**src/rtl/atten_pkg.sv**
```systemverilog
package atten_pkg;

  typedef enum logic {
    MODE_PAR = 1'b0,
    MODE_SER = 1'b1
  } mode_e;

  // Synchronized single-bit controls, packed for one synchronizer bank.
  typedef struct packed {
    logic mode_ser;
    logic latch;
    logic boot_sel;
    logic sclk;
    logic sdat;
  } ctl_in_t;

  localparam int CTL_W = $bits(ctl_in_t);

endpackage

```
**src/rtl/atten_sync.sv**
```systemverilog
module atten_sync #(
  parameter int W      = 1,
  parameter int STAGES = 2
) (
  input  logic         clk,
  input  logic         rst_n,
  input  logic [W-1:0] d_i,
  output logic [W-1:0] q_o
);

  logic [W-1:0] stg_q [STAGES];

  for (genvar g = 0; g < STAGES; g++) begin : g_stage
    logic [W-1:0] stg_d;
    if (g == 0) begin : g_first
      assign stg_d = d_i;
    end else begin : g_next
      assign stg_d = stg_q[g-1];
    end
    always_ff @(posedge clk or negedge rst_n) begin
      if (!rst_n) stg_q[g] <= '0;
      else        stg_q[g] <= stg_d;
    end
  end

  assign q_o = stg_q[STAGES-1];

endmodule

```
**src/rtl/atten_shift.sv**
```systemverilog
module atten_shift #(
  parameter int FW = 6
) (
  input  logic          clk,
  input  logic          rst_n,
  input  logic          sclk_i,
  input  logic          sdat_i,
  output logic [FW-1:0] frame_o
);

  logic          sclk_q;
  logic [FW-1:0] frame_q, frame_d;
  logic          sclk_rise;

  assign sclk_rise = sclk_i & ~sclk_q;

  always_comb begin
    frame_d = frame_q;
    if (sclk_rise) frame_d = {frame_q[FW-2:0], sdat_i};
  end

  always_ff @(posedge clk or negedge rst_n) begin
    if (!rst_n) begin
      sclk_q  <= 1'b0;
      frame_q <= '0;
    end else begin
      sclk_q  <= sclk_i;
      frame_q <= frame_d;
    end
  end

  assign frame_o = frame_q;


  shift_in_chk: assert property (@(posedge clk) disable iff (!rst_n)
    (sclk_i && !sclk_q) |=> (frame_o[0] == $past(sdat_i)));


  shift_move_chk: assert property (@(posedge clk) disable iff (!rst_n)
    (sclk_i && !sclk_q) |=> (frame_o[FW-1:1] == $past(frame_o[FW-2:0])));

endmodule

```
**src/rtl/atten_ctl.sv**
```systemverilog
module atten_ctl #(
  parameter int CW     = 5,
  parameter int STAGES = 2
) (
  input  logic          clk,
  input  logic          rst_n,
  input  logic          ser_mode_i,
  input  logic          latch_i,
  input  logic          boot_sel_i,
  input  logic [CW-1:0] wt_i,
  input  logic [CW:0]   frame_i,
  output logic [CW-1:0] code_o,
  output logic          err_o
);

  localparam int CNT_W = $clog2(STAGES + 1);

  logic             latch_q;
  logic             run_q, run_d;
  logic [CNT_W-1:0] cnt_q, cnt_d;
  logic [CW-1:0]    code_q, code_d;
  logic             err_q, err_d;
  logic             latch_fall, start_hi;
  logic [CW-1:0]    boot_code;

  assign latch_fall = latch_q & ~latch_i;
  assign start_hi   = frame_i[CW];

  always_comb begin
    if (ser_mode_i || latch_i) boot_code = wt_i;
    else                       boot_code = {boot_sel_i, {(CW-1){1'b0}}};
  end

  always_comb begin
    run_d  = run_q;
    cnt_d  = cnt_q;
    code_d = code_q;
    err_d  = err_q;
    if (!run_q) begin
      if (cnt_q == CNT_W'(STAGES)) begin
        run_d  = 1'b1;
        code_d = boot_code;
      end else begin
        cnt_d = cnt_q + 1'b1;
      end
    end else if (ser_mode_i) begin
      if (latch_i && !start_hi)   code_d = frame_i[CW-1:0];
      if (latch_fall && start_hi) err_d  = 1'b1;
    end else if (latch_i || latch_fall) begin
      code_d = wt_i;
    end
  end

  always_ff @(posedge clk or negedge rst_n) begin
    if (!rst_n) begin
      latch_q <= 1'b0;
      run_q   <= 1'b0;
      cnt_q   <= '0;
      code_q  <= '0;
      err_q   <= 1'b0;
    end else begin
      latch_q <= latch_i;
      run_q   <= run_d;
      cnt_q   <= cnt_d;
      code_q  <= code_d;
      err_q   <= err_d;
    end
  end

  assign code_o = code_q;
  assign err_o  = err_q;


  err_sticky_chk: assert property (@(posedge clk) disable iff (!rst_n)
    err_q |=> err_q);


  err_cause_chk: assert property (@(posedge clk) disable iff (!rst_n)
    $rose(err_q) |-> $past(ser_mode_i && !latch_i && frame_i[CW]));


  par_hold_chk: assert property (@(posedge clk) disable iff (!rst_n)
    (run_q && !ser_mode_i && !latch_i && !latch_q) |=> $stable(code_q));


  ser_follow_chk: assert property (@(posedge clk) disable iff (!rst_n)
    (run_q && ser_mode_i && latch_i && !frame_i[CW]) |=> (code_q == $past(frame_i[CW-1:0])));


  boot_wait_chk: assert property (@(posedge clk) disable iff (!rst_n)
    !run_q |-> (code_q == '0));

endmodule

```
**src/rtl/atten_ctrl.sv**
```systemverilog
module atten_ctrl
  import atten_pkg::*;
#(
  parameter int CODE_W      = 5,
  parameter int SYNC_STAGES = 2
) (
  input  logic              clk,
  input  logic              rst_n,
  input  logic              mode_ser_i,
  input  logic [CODE_W-1:0] wt_i,
  input  logic              sdat_i,
  input  logic              sclk_i,
  input  logic              latch_i,
  input  logic              boot_sel_i,
  output logic [CODE_W-1:0] atten_o,
  output logic              frame_err_o
);

  localparam int FRAME_W = CODE_W + 1;
  localparam int SYNC_W  = CTL_W + CODE_W;

  ctl_in_t             ctl_raw, ctl_s;
  logic [CODE_W-1:0]   wt_s;
  logic [FRAME_W-1:0]  frame;
  mode_e               mode;

  always_comb begin
    ctl_raw.mode_ser = mode_ser_i;
    ctl_raw.latch    = latch_i;
    ctl_raw.boot_sel = boot_sel_i;
    ctl_raw.sclk     = sclk_i;
    ctl_raw.sdat     = sdat_i;
  end

  atten_sync #(.W(SYNC_W), .STAGES(SYNC_STAGES)) u_sync (
    .clk   (clk),
    .rst_n (rst_n),
    .d_i   ({ctl_raw, wt_i}),
    .q_o   ({ctl_s, wt_s})
  );

  assign mode = mode_e'(ctl_s.mode_ser);

  atten_shift #(.FW(FRAME_W)) u_shift (
    .clk     (clk),
    .rst_n   (rst_n),
    .sclk_i  (ctl_s.sclk),
    .sdat_i  (ctl_s.sdat),
    .frame_o (frame)
  );

  atten_ctl #(.CW(CODE_W), .STAGES(SYNC_STAGES)) u_ctl (
    .clk        (clk),
    .rst_n      (rst_n),
    .ser_mode_i (mode == MODE_SER),
    .latch_i    (ctl_s.latch),
    .boot_sel_i (ctl_s.boot_sel),
    .wt_i       (wt_s),
    .frame_i    (frame),
    .code_o     (atten_o),
    .err_o      (frame_err_o)
  );

endmodule

```
**config.mk**
```make
export PLATFORM = sky130hd
export DESIGN_NAME = atten_ctrl
export DESIGN_NICKNAME = d
export VERILOG_FILES = /design/src/rtl/atten_pkg.sv /design/src/rtl/atten_sync.sv /design/src/rtl/atten_shift.sv /design/src/rtl/atten_ctl.sv /design/src/rtl/atten_ctrl.sv
export SDC_FILE = /design/constraint.sdc
export NUM_CORES = 1
export LEC_CHECK = 0
export BUFFER_PORTS_ARGS = -buffer_cell sky130_fd_sc_hd__buf_4
export CAP_MARGIN = 20
export CORE_MARGIN = 2
export CORE_UTILIZATION = 58
export CTS_BUF_LIST = sky130_fd_sc_hd__clkbuf_8 sky130_fd_sc_hd__clkbuf_16
export CTS_CLUSTER_SIZE = 28
export DETAILED_ROUTE_END_ITERATION = 12
export PLACE_DENSITY = 0.78
export REMOVE_ABC_BUFFERS = 1
export SYNTH_ARGS = -nofsm -noshare
export SYNTH_HDL_FRONTEND = slang
export SYNTH_SLANG_ARGS = --single-unit
```
**constraint.sdc**
```tcl
create_clock -name clk -period 4.05 [get_ports clk]
set_input_delay 1.0125 -clock clk [delete_from_list [all_inputs] [get_ports clk]]
set_output_delay 1.0125 -clock clk [all_outputs]
set_load 0.02 [all_outputs]
```
# == Word level (Yosys, flattened, before mapping) ==
# Index checks and enable logic that the tools add are counted.
# totals
in_bits,12
word_cells,36
output_inout_bits,6
register_bits,37
# op_classes
n_eq_ne,3
bitwise_logic,6
muxes,8
n_reduce_logical,9
addsub,1
# op_table
operator,count
two-way mux 5 bit,6
!= test 3 bit (second input constant),2
AND reduction 3 bit,2
inverter 1 bit,4
adder 2 x 1 -> 2 bit (second input constant),1
AND 1 bit,2
== test 2 bit (second input constant),1
logical AND 1 bit,2
logical OR 1 bit,2
two-way mux 1 bit,2
AND reduction 2 bit,1
nonzero test 2 bit,1
logical NOT 1 bit,1

# == Logic depth before layout (Yosys ltp) ==
# Gate-level depths: netlist of the first run.
# logic_depth
word_depth,6
ltp_mapped,6

# == Cells and area by module ==
# A second synthesis of the first run with hierarchy kept.
# hier_totals
hier_cells,76
area_unflattened_um2,1287.5
# by_module_without_submodules
mod,area_each_um2,seq_area_each_um2,instances,cells_each
atten_sync,500.5,500.5,1,20
atten_ctl,496.7,250.2,1,41
atten_shift,290.3,175.2,1,15

# == Worst setup path after synthesis of the first run ==
# Ideal clock, no wire load.
# synth_timing
kind,register to output
from,register u_ctl.err_q (netlist: u_ctl.err_o)
to,output port frame_err_o
t_required_ns,3.038
arrival_ns,0.425
slack_ns,2.612
path_stages_with_launch,1
cell_sequence,dfrtp_1
# synth_lines
element,line_no,rtl
from (decl),atten_ctl.sv:22,"logic err_q, err_d;"
from (signal assigned),atten_ctl.sv:66,err_q <= err_d;
to (decl),atten_ctrl.sv:16,output logic frame_err_o
# No word-level cell between the ends.

# == Final worst setup path of the first run ==
# layout_timing
from,register u_ctl.code_q[2] (netlist: u_ctl.code_o[2])
to,output port atten_o[2]
# layout_lines
element,line_no,rtl
from (decl),atten_ctl.sv:21,"logic [CW-1:0] code_q, code_d;"
from (signal assigned),atten_ctl.sv:65,code_q <= code_d;
to (decl),atten_ctrl.sv:15,"output logic [CODE_W-1:0] atten_o,"
# No word-level cell between the ends.

==> results of run 1 <==
through the flow:
stage	area [um^2]	power (mW)	worst slack (ns)	hold slack (ns)
floorplan	1220	0.540	2.61	0.331
global placement	1390	0.597	2.53	0.332
detailed placement	1390	0.605	2.52	0.335
CTS	1470	0.848	2.20	0.349
global route	1470	0.886	2.17	0.358
finish	1470	0.836	2.22	0.347
path summary, 6_finish.rpt:
kind                                       startpoint               to  slack (ns)  depth (start not counted)
hold / removal             u_sync.g_stage[1].stg_d[4]    u_sync.q_o[4]        0.35                          0
hold reg to reg            u_sync.g_stage[1].stg_d[4]    u_sync.q_o[4]        0.35                          0
max in group asynchronous                       rst_n    u_sync.q_o[9]        3.06                          1
setup / recovery                      u_ctl.code_o[2]       atten_o[2]        2.22                          1
min in group asynchronous                       rst_n  u_ctl.code_o[0]        0.68                          1
setup reg to reg                       u_ctl.cnt_q[0]  u_ctl.code_o[2]        2.55                          5
kinds of logic (layout without fill, tap and decap cells):
kind of cell	count (synthesis)	in the layout
AND/OR/NAND/NOR	9	9
AO/OA/AOI/OAI	10	10
multiplexers	13	13
XOR/XNOR	1	1
buffers and inverters	5	26
adder cells (fa/ha/maj)	1	1
flip-flops	37	37
routing by layer:
metal  vias up  routed length (um)
met2        21                 786
met1       315                 673
li1        296                   -
met3         2                 108
met5         -                   0
met4         0                  23
placed cells by master, fill, tap and decap left out, types with 2 or more instances in the layout:
master     n
buf_4     17
clkbuf_8   6
mux2_2    12
a22o_1     4
dfrtp_1   37
nand2_1    2
o21ai_0    3
inv_1      3
registers in the layout, indices dropped and copies added, names as in the netlist:
| register | flops |
|---|---|
| u_sync.g_stage.stg_d | 10 |
| u_ctl.latch_q | 1 |
| u_ctl.err_o | 1 |
| u_ctl.run_q | 1 |
| u_ctl.cnt_q | 2 |
| u_sync.q_o | 10 |
| u_ctl.code_o | 5 |
| u_shift.sclk_q | 1 |
| u_shift.frame_o | 6 |
final cells by class:
type                    count  area (um^2)
clock inverters             1         3.75
inverters                   2         7.51
clock buffers               6         82.6
multi-input cells          34          292
fillers                   141          509
well taps                  27         33.8
repair buffers             17          128
flip-flops and latches     37          926
power by group:
group	internal (mW)	leakage (nW)	switching [mW]
Sequential	0.424	0.430	0.0303
Clock	0.132	0.0485	0.109
Combinational	0.0784	0.202	0.0631
Total	0.634	0.680	0.202
==> results.md, run 1 <==
* CP bufs+invs at 1
* CP Capture Type: primary output
* Final WL at between 1.5 and 2 mm
* Port Buffers at 17
* RSZ-0062 raised after global routing: false
* Max H-tree Level at 2
* M3 GR Usage at 0.0893
* Row cnt at 16
* Fin nets at 110
* Area Growth Syn to Fin at 18.8%
* First-pass GRT wire length at 2.82 mm
* Crit-path max cell delay at 0.38 ns
* Max VDD drop at approximately 0.42 mV
* TritonCTS clock tree: done
* M1 GR Usage at 0.190
* Sequential area share after synthesis at 0.747
* Max cap viols at 0
* Placed cells at roughly 120
* Routed via count at roughly 630
* DRC viols at 0
* Final hold viol count at 0
* Arr. time, crit path at roughly 0.82 ns
* Synth top area cells: dfrtp_1 (75%), mux2_2 (11%), a22o_1 (2.8%)
* Post-synthesis mux area share at 0.117
* CP max stage cell: dfrtp_1
* Worst-path clk slew at roughly 0.060 ns
* Tightest Pin Transition at 0.488 ns
* CP Cell Sequence: buf_4
* Adder-Cell Fraction of Synth Area at 0.0101
* Share of cells above drive strength 1 at 0.392
* Synth Cell Area at about 1200 um^2
* Hold-fix buffers at CTS at 0
* HPWL Detailed at between 1 and 1.5 mm
* CTS max path bufs at 2
* Period utilisation layout at 0.451
* Mapped Cells at 76
* Final min period at between 1.5 and 2 ns
* Global Route Usage Sum at 0.163
* Max-slew violations at 0
* Relative slew margins at 0.674
* Vias in the first global route at 658
* N_diodes at 0
* Clock Latency Late Sink at 0.28 ns
* Gpl congestion at 0.766
* Starting Density at 0.626
* Initial antenna violation count at 0
* Maximum number of pins on one net before global-route repair at 38
* Post-cts sizing count at 0
* Highest clock rate at roughly 0.55 GHz
* ANT nets after route at 0
* Ys Warns at 0
* Leakage at approximately 0.68 nW
* Cell with the most instances after synthesis: dfrtp_1
* Startpoint types: flip-flop
* CP top delay family: flip-flops
* Largest family of logic cells by synthesized area: multiplexers
* Clk sinks at 37
* #FFs+latches synth at 37
* Die W at 50.2 um
* Post-Syn Area per Cell at approximately 16 um^2
* Core area at around 2000 um^2
* Drt pass-1 iters at 4
* Outcome: finished, final reports clean
* Routed length per placed instance at 12.8 um
* Synth area leader: dfrtp_1
* Postcts setup bufs at 0
* CP Max Fanout at 2
* Crit Path Class: flip-flop to primary output
* GR Overflow Total at 0
* 1st-iter DRT viols at 12
* Die Span Y at between 50 and 60 um
* Power Density at roughly 570 nW/um^2
* Non-Filler Instances at between 100 and 150
* Via density per instance at slightly above 5
* Post-synthesis cell type count at 21
* Post-Route Utilization at 0.743
* Yosys top cell area share at 0.747
* Asr flop ratio synth at 1.00
* M2 GR Usage at 0.243
* Final Setup Violations at 0
* Required time of the critical path at between 3 and 4 ns
* Gr busiest metal: met2
* Simple-gate share of the synthesized area at 0.0394
* Final Skew at 0.00475 ns
* Post-synth top cells: dfrtp_1 (37), mux2_2 (12), a22o_1 (4)
* Min-delay worst type: flip-flop to flip-flop
* Total CTS buffers at 5
* Setup TNS at 0 ns
* Fraction of the mapped netlist area in compound gates at 0.0616
* CTS root buf: clkbuf_8
* Top Ports at 18
* Die area at between 2000 and 3000 um^2
* Number of flops mapped to enable cells by yosys at 0
* Top FF cell, synth: dfrtp_1
* Xor-xnor portion of the synthesized cell area at 0.00706
No activity file was read; power rests on OpenSTA's default activity.
==> run 2: changes to the inputs <==
--- a/config.mk
+++ b/config.mk
@@ -5,14 +5,15 @@
 export SDC_FILE = /design/constraint.sdc
 export NUM_CORES = 1
 export LEC_CHECK = 0
+export ABC_AREA = 1
 export BUFFER_PORTS_ARGS = -buffer_cell sky130_fd_sc_hd__buf_4
 export CAP_MARGIN = 20
 export CORE_MARGIN = 2
-export CORE_UTILIZATION = 58
+export CORE_UTILIZATION = 49
 export CTS_BUF_LIST = sky130_fd_sc_hd__clkbuf_8 sky130_fd_sc_hd__clkbuf_16
 export CTS_CLUSTER_SIZE = 28
 export DETAILED_ROUTE_END_ITERATION = 12
-export PLACE_DENSITY = 0.78
+export PLACE_DENSITY = 0.69
 export REMOVE_ABC_BUFFERS = 1
 export SYNTH_ARGS = -nofsm -noshare
 export SYNTH_HDL_FRONTEND = slang
==> constraint.sdc (replaced) <==
create_clock -name clk -period 1.6 [get_ports clk]
set_input_delay 0.4 -clock clk [delete_from_list [all_inputs] [get_ports clk]]
set_output_delay 0.4 -clock clk [all_outputs]
set_load 0.02 [all_outputs]
==> run 2 against run 1 <==
  * Flip-flop and latch count stayed put
  * Die area increased by 29%
  * Clock power rose to 3.3 times the previous value
  * Routed wire length grew 32%
  * Global-route usage is 0.64 points lower
  * Sequential share of layout area down 5.9 points
  * Critical endpoint is now atten_o[4]
==> results.md, run 2 <==
* Final Skew at 0.00500 ns (+0.000248 ns)
* CP max stage cell: dfrtp_1
* CP Cell Sequence: buf_4
* Core area at 2710 um^2 (+37%)
* Post-cts sizing count at 0 (unchanged)
* Crit Path Class: flip-flop to primary output
* Routed via count at 877 (+38%)
* Comb power frac at 0.131 (-0.038)
* Asr flop ratio synth at 1.00 (unchanged)
* Via density per instance at 4.85 (-5.2%)
* Top FF cell, synth: dfrtp_1
* Post-synthesis cell type count at 19 (-9.5%)
* Internal Power at 1.61 mW (+150%)
* Cell with the most instances after synthesis: dfrtp_1
* CP Max Fanout at 2 (unchanged)
* Initial antenna violation count at 0 (unchanged)
* CTS root buf: clkbuf_8
* Port Buffers at 17 (unchanged)
* Crit-path max cell delay at 0.39 ns (about the same)
* ANT nets after route at 0 (unchanged)
* Clk network pwr share at 0.366 (+0.078)
* CP Capture Type: primary output
* Dpl cell area at 1520 um^2 (+9.3%)
* Starting Density at 0.508 (-0.118)
* Sequential area share after synthesis at 0.673 (-0.0740)
* Routed length per placed instance at 11.6 um (-9.4%)
* Die Span Y at 57 um (+13%)
* Maximum number of pins on one net before global-route repair at 38 (unchanged)
* Post-synth top cells: dfrtp_1 (37), nand2_1 (36), inv_1 (13)
* Final min period at roughly 1.2 ns
* Share of cells above drive strength 1 at 0.233 (-0.158)
* CP bufs+invs at 1 (unchanged)
* Vias in the first global route at 902 (+37%)
* N_diodes at 0 (unchanged)
* Final Setup Violations at 0 (unchanged)
* Worst-path clk slew at 0.07 ns (about the same)
* Postcts setup bufs at 0 (unchanged)
* Startpoint types: flip-flop
* Post-place setup slack at 0.408 ns (-2.11 ns)
* Switching power total at 0.536 mW (+170%)
* 1st-iter DRT viols at 14 (+2)
* Relative slew margins at 0.693 (+0.0189)
* Hold-fix buffers at CTS at 0 (unchanged)
* Power Density at 1320 nW/um^2 (+130%)
* Drt pass-1 iters at 4 (unchanged)
* Fin nets at 162 (+47%)
* Period utilisation layout at 0.772
* Commonest non-fill, non-tap cells in the layout: dfrtp_1 (37), nand2_1 (36), buf_4 (17)
* Final WL at 2.10 mm (+32%)
* GR Overflow Total at 0 (unchanged)
* Leakage at 0.853 nW (+25%)
* Non-Filler Instances at 181 (+46%)
* Global Route Usage Sum at 0.157 (-0.00636)
* Max cap viols at 0 (unchanged)
* Fillers at 224 (+59%)
* Post-Syn Area per Cell at 10.8 um^2 (-34%)
* Gpl congestion at 0.902 (+18%)
* Final worst-path setup slack at 0.365 ns (-1.86 ns)
* #FFs+latches synth at 37 (unchanged)
* Setup TNS at 0 ns (unchanged)
* Total CTS buffers at 5 (unchanged)
* Area Growth Syn to Fin at 18.2%
* Die W at 57 um (+13%)
* DRC viols at 0 (unchanged)
* Max-slew violations at 0 (unchanged)
* Required time of the critical path at 1.20 ns (-1.84 ns)
* Ys Warns at 0 (unchanged)
* Tightest Pin Transition at 0.461 ns (-0.0273 ns)
* Sequential Area at 926 um^2 (unchanged)
* First-pass GRT wire length at 3.76 mm (+33%)
* Row cnt at 19 (+3)
* Finished Cell Area at 1630 um^2 (+10%)
* Highest clock rate at 0.810 GHz
* Yosys top cell area share at 0.673 (-0.0740)
* Synth top area cells: dfrtp_1 (67%), nand2_1 (9.8%), inv_1 (3.5%)
* Synth area leader: dfrtp_1
* Outcome: finished, final reports clean
* Die area at 3250 um^2 (+29%)
* Final hold viol count at 0 (unchanged)
* Mapped Cells at 128 (+68%)
* TritonCTS clock tree: done
* Clock Latency Late Sink at 0.29 ns (about the same)
* CP top delay family: flip-flops
* Power after layout at 2.14 mW (+160%)
* HPWL Detailed at 1.48 mm (+34%)
* Multi-input gate area at 354 um^2 (+21%)
* RSZ-0062 raised after global routing: false
* Min-delay worst type: input port to async pin
* Max VDD drop at 0.857 mV (+100%)
* Top Ports at 18 (unchanged)
* Max H-tree Level at 2 (unchanged)
* Arr. time, crit path at 0.83 ns (about the same)
* CTS max path bufs at 2 (unchanged)
* Commonest non-fill, non-tap cell in the layout: dfrtp_1
* Switching Fraction at 0.250 (+0.00860)
* Number of flops mapped to enable cells by yosys at 0 (unchanged)
* Clk sinks at 37 (unchanged)
* Placed cells at 173 (+48%)
* Flop pwr share at 0.503 (-0.040)
* Synth Cell Area at 1380 um^2 (+11%)
-- run 2: final timing paths --
check	slack (ns)	startpoint	depth (start not counted)	to
worst min register to register	0.35	u_sync.g_stage[1].stg_d[8]	0	u_sync.q_o[8]
worst max-delay path	0.37	u_ctl.code_o[4]	1	atten_o[4]
worst min-delay path	0.06	rst_n	1	u_ctl.err_o
min in group clk	0.21	boot_sel_i	1	u_sync.g_stage[1].stg_d[7]
max in group asynchronous	1.21	rst_n	1	u_shift.frame_o[1]
worst max register to register	0.40	u_sync.q_o[9]	6	u_ctl.code_o[4]
-- run 2: through the flow --
step,hold slack (ns),utilization
detailed placement,0.335,0.559
global placement,0.331,0.559
CTS,0.0733,0.600
global route,0.0782,0.600
finish,0.0592,0.600
floorplan,0.104,-
-- run 2: layer usage --
metal / track usage / up-vias / share of wire
met5: 0 / - / 0
met4: 0.0997 / 0 / 0.028
met3: 0.0476 / 7 / 0.046
met2: 0.271 / 22 / 0.51
met1: 0.167 / 416 / 0.42
li1: - / 432 / -
-- run 2: layout make-up --
class,instances,area share
Sequential cell,37,0.569
Multi-Input combinational cell,71,0.218
Timing Repair Buffer,17,0.0785
Clock buffer,5,0.0423
Inverter,17,0.0423
Clock inverter,3,0.0262
Tap cell,31,0.0238
-- run 2: kinds of logic after synthesis --
kind of cell	synth area share
simple gates	0.196
xor+xnor	0.00636
buf+inv	0.0700
compound gates	0.0455
flops	0.673
fa+ha+maj	0.00909
-- run 2: power by group through the flow --
| stage | Clock (mW) | Sequential, mW | Combinational [mW] |
|---|---|---|---|
| after floorplan | 0 | 1.13 | 0.119 |
| after global placement | 0 | 1.09 | 0.279 |
| after detailed placement | 0 | 1.10 | 0.285 |
| after CTS | 0.799 | 1.08 | 0.287 |
| after global routing | 0.837 | 1.09 | 0.316 |
| final | 0.785 | 1.08 | 0.281 |
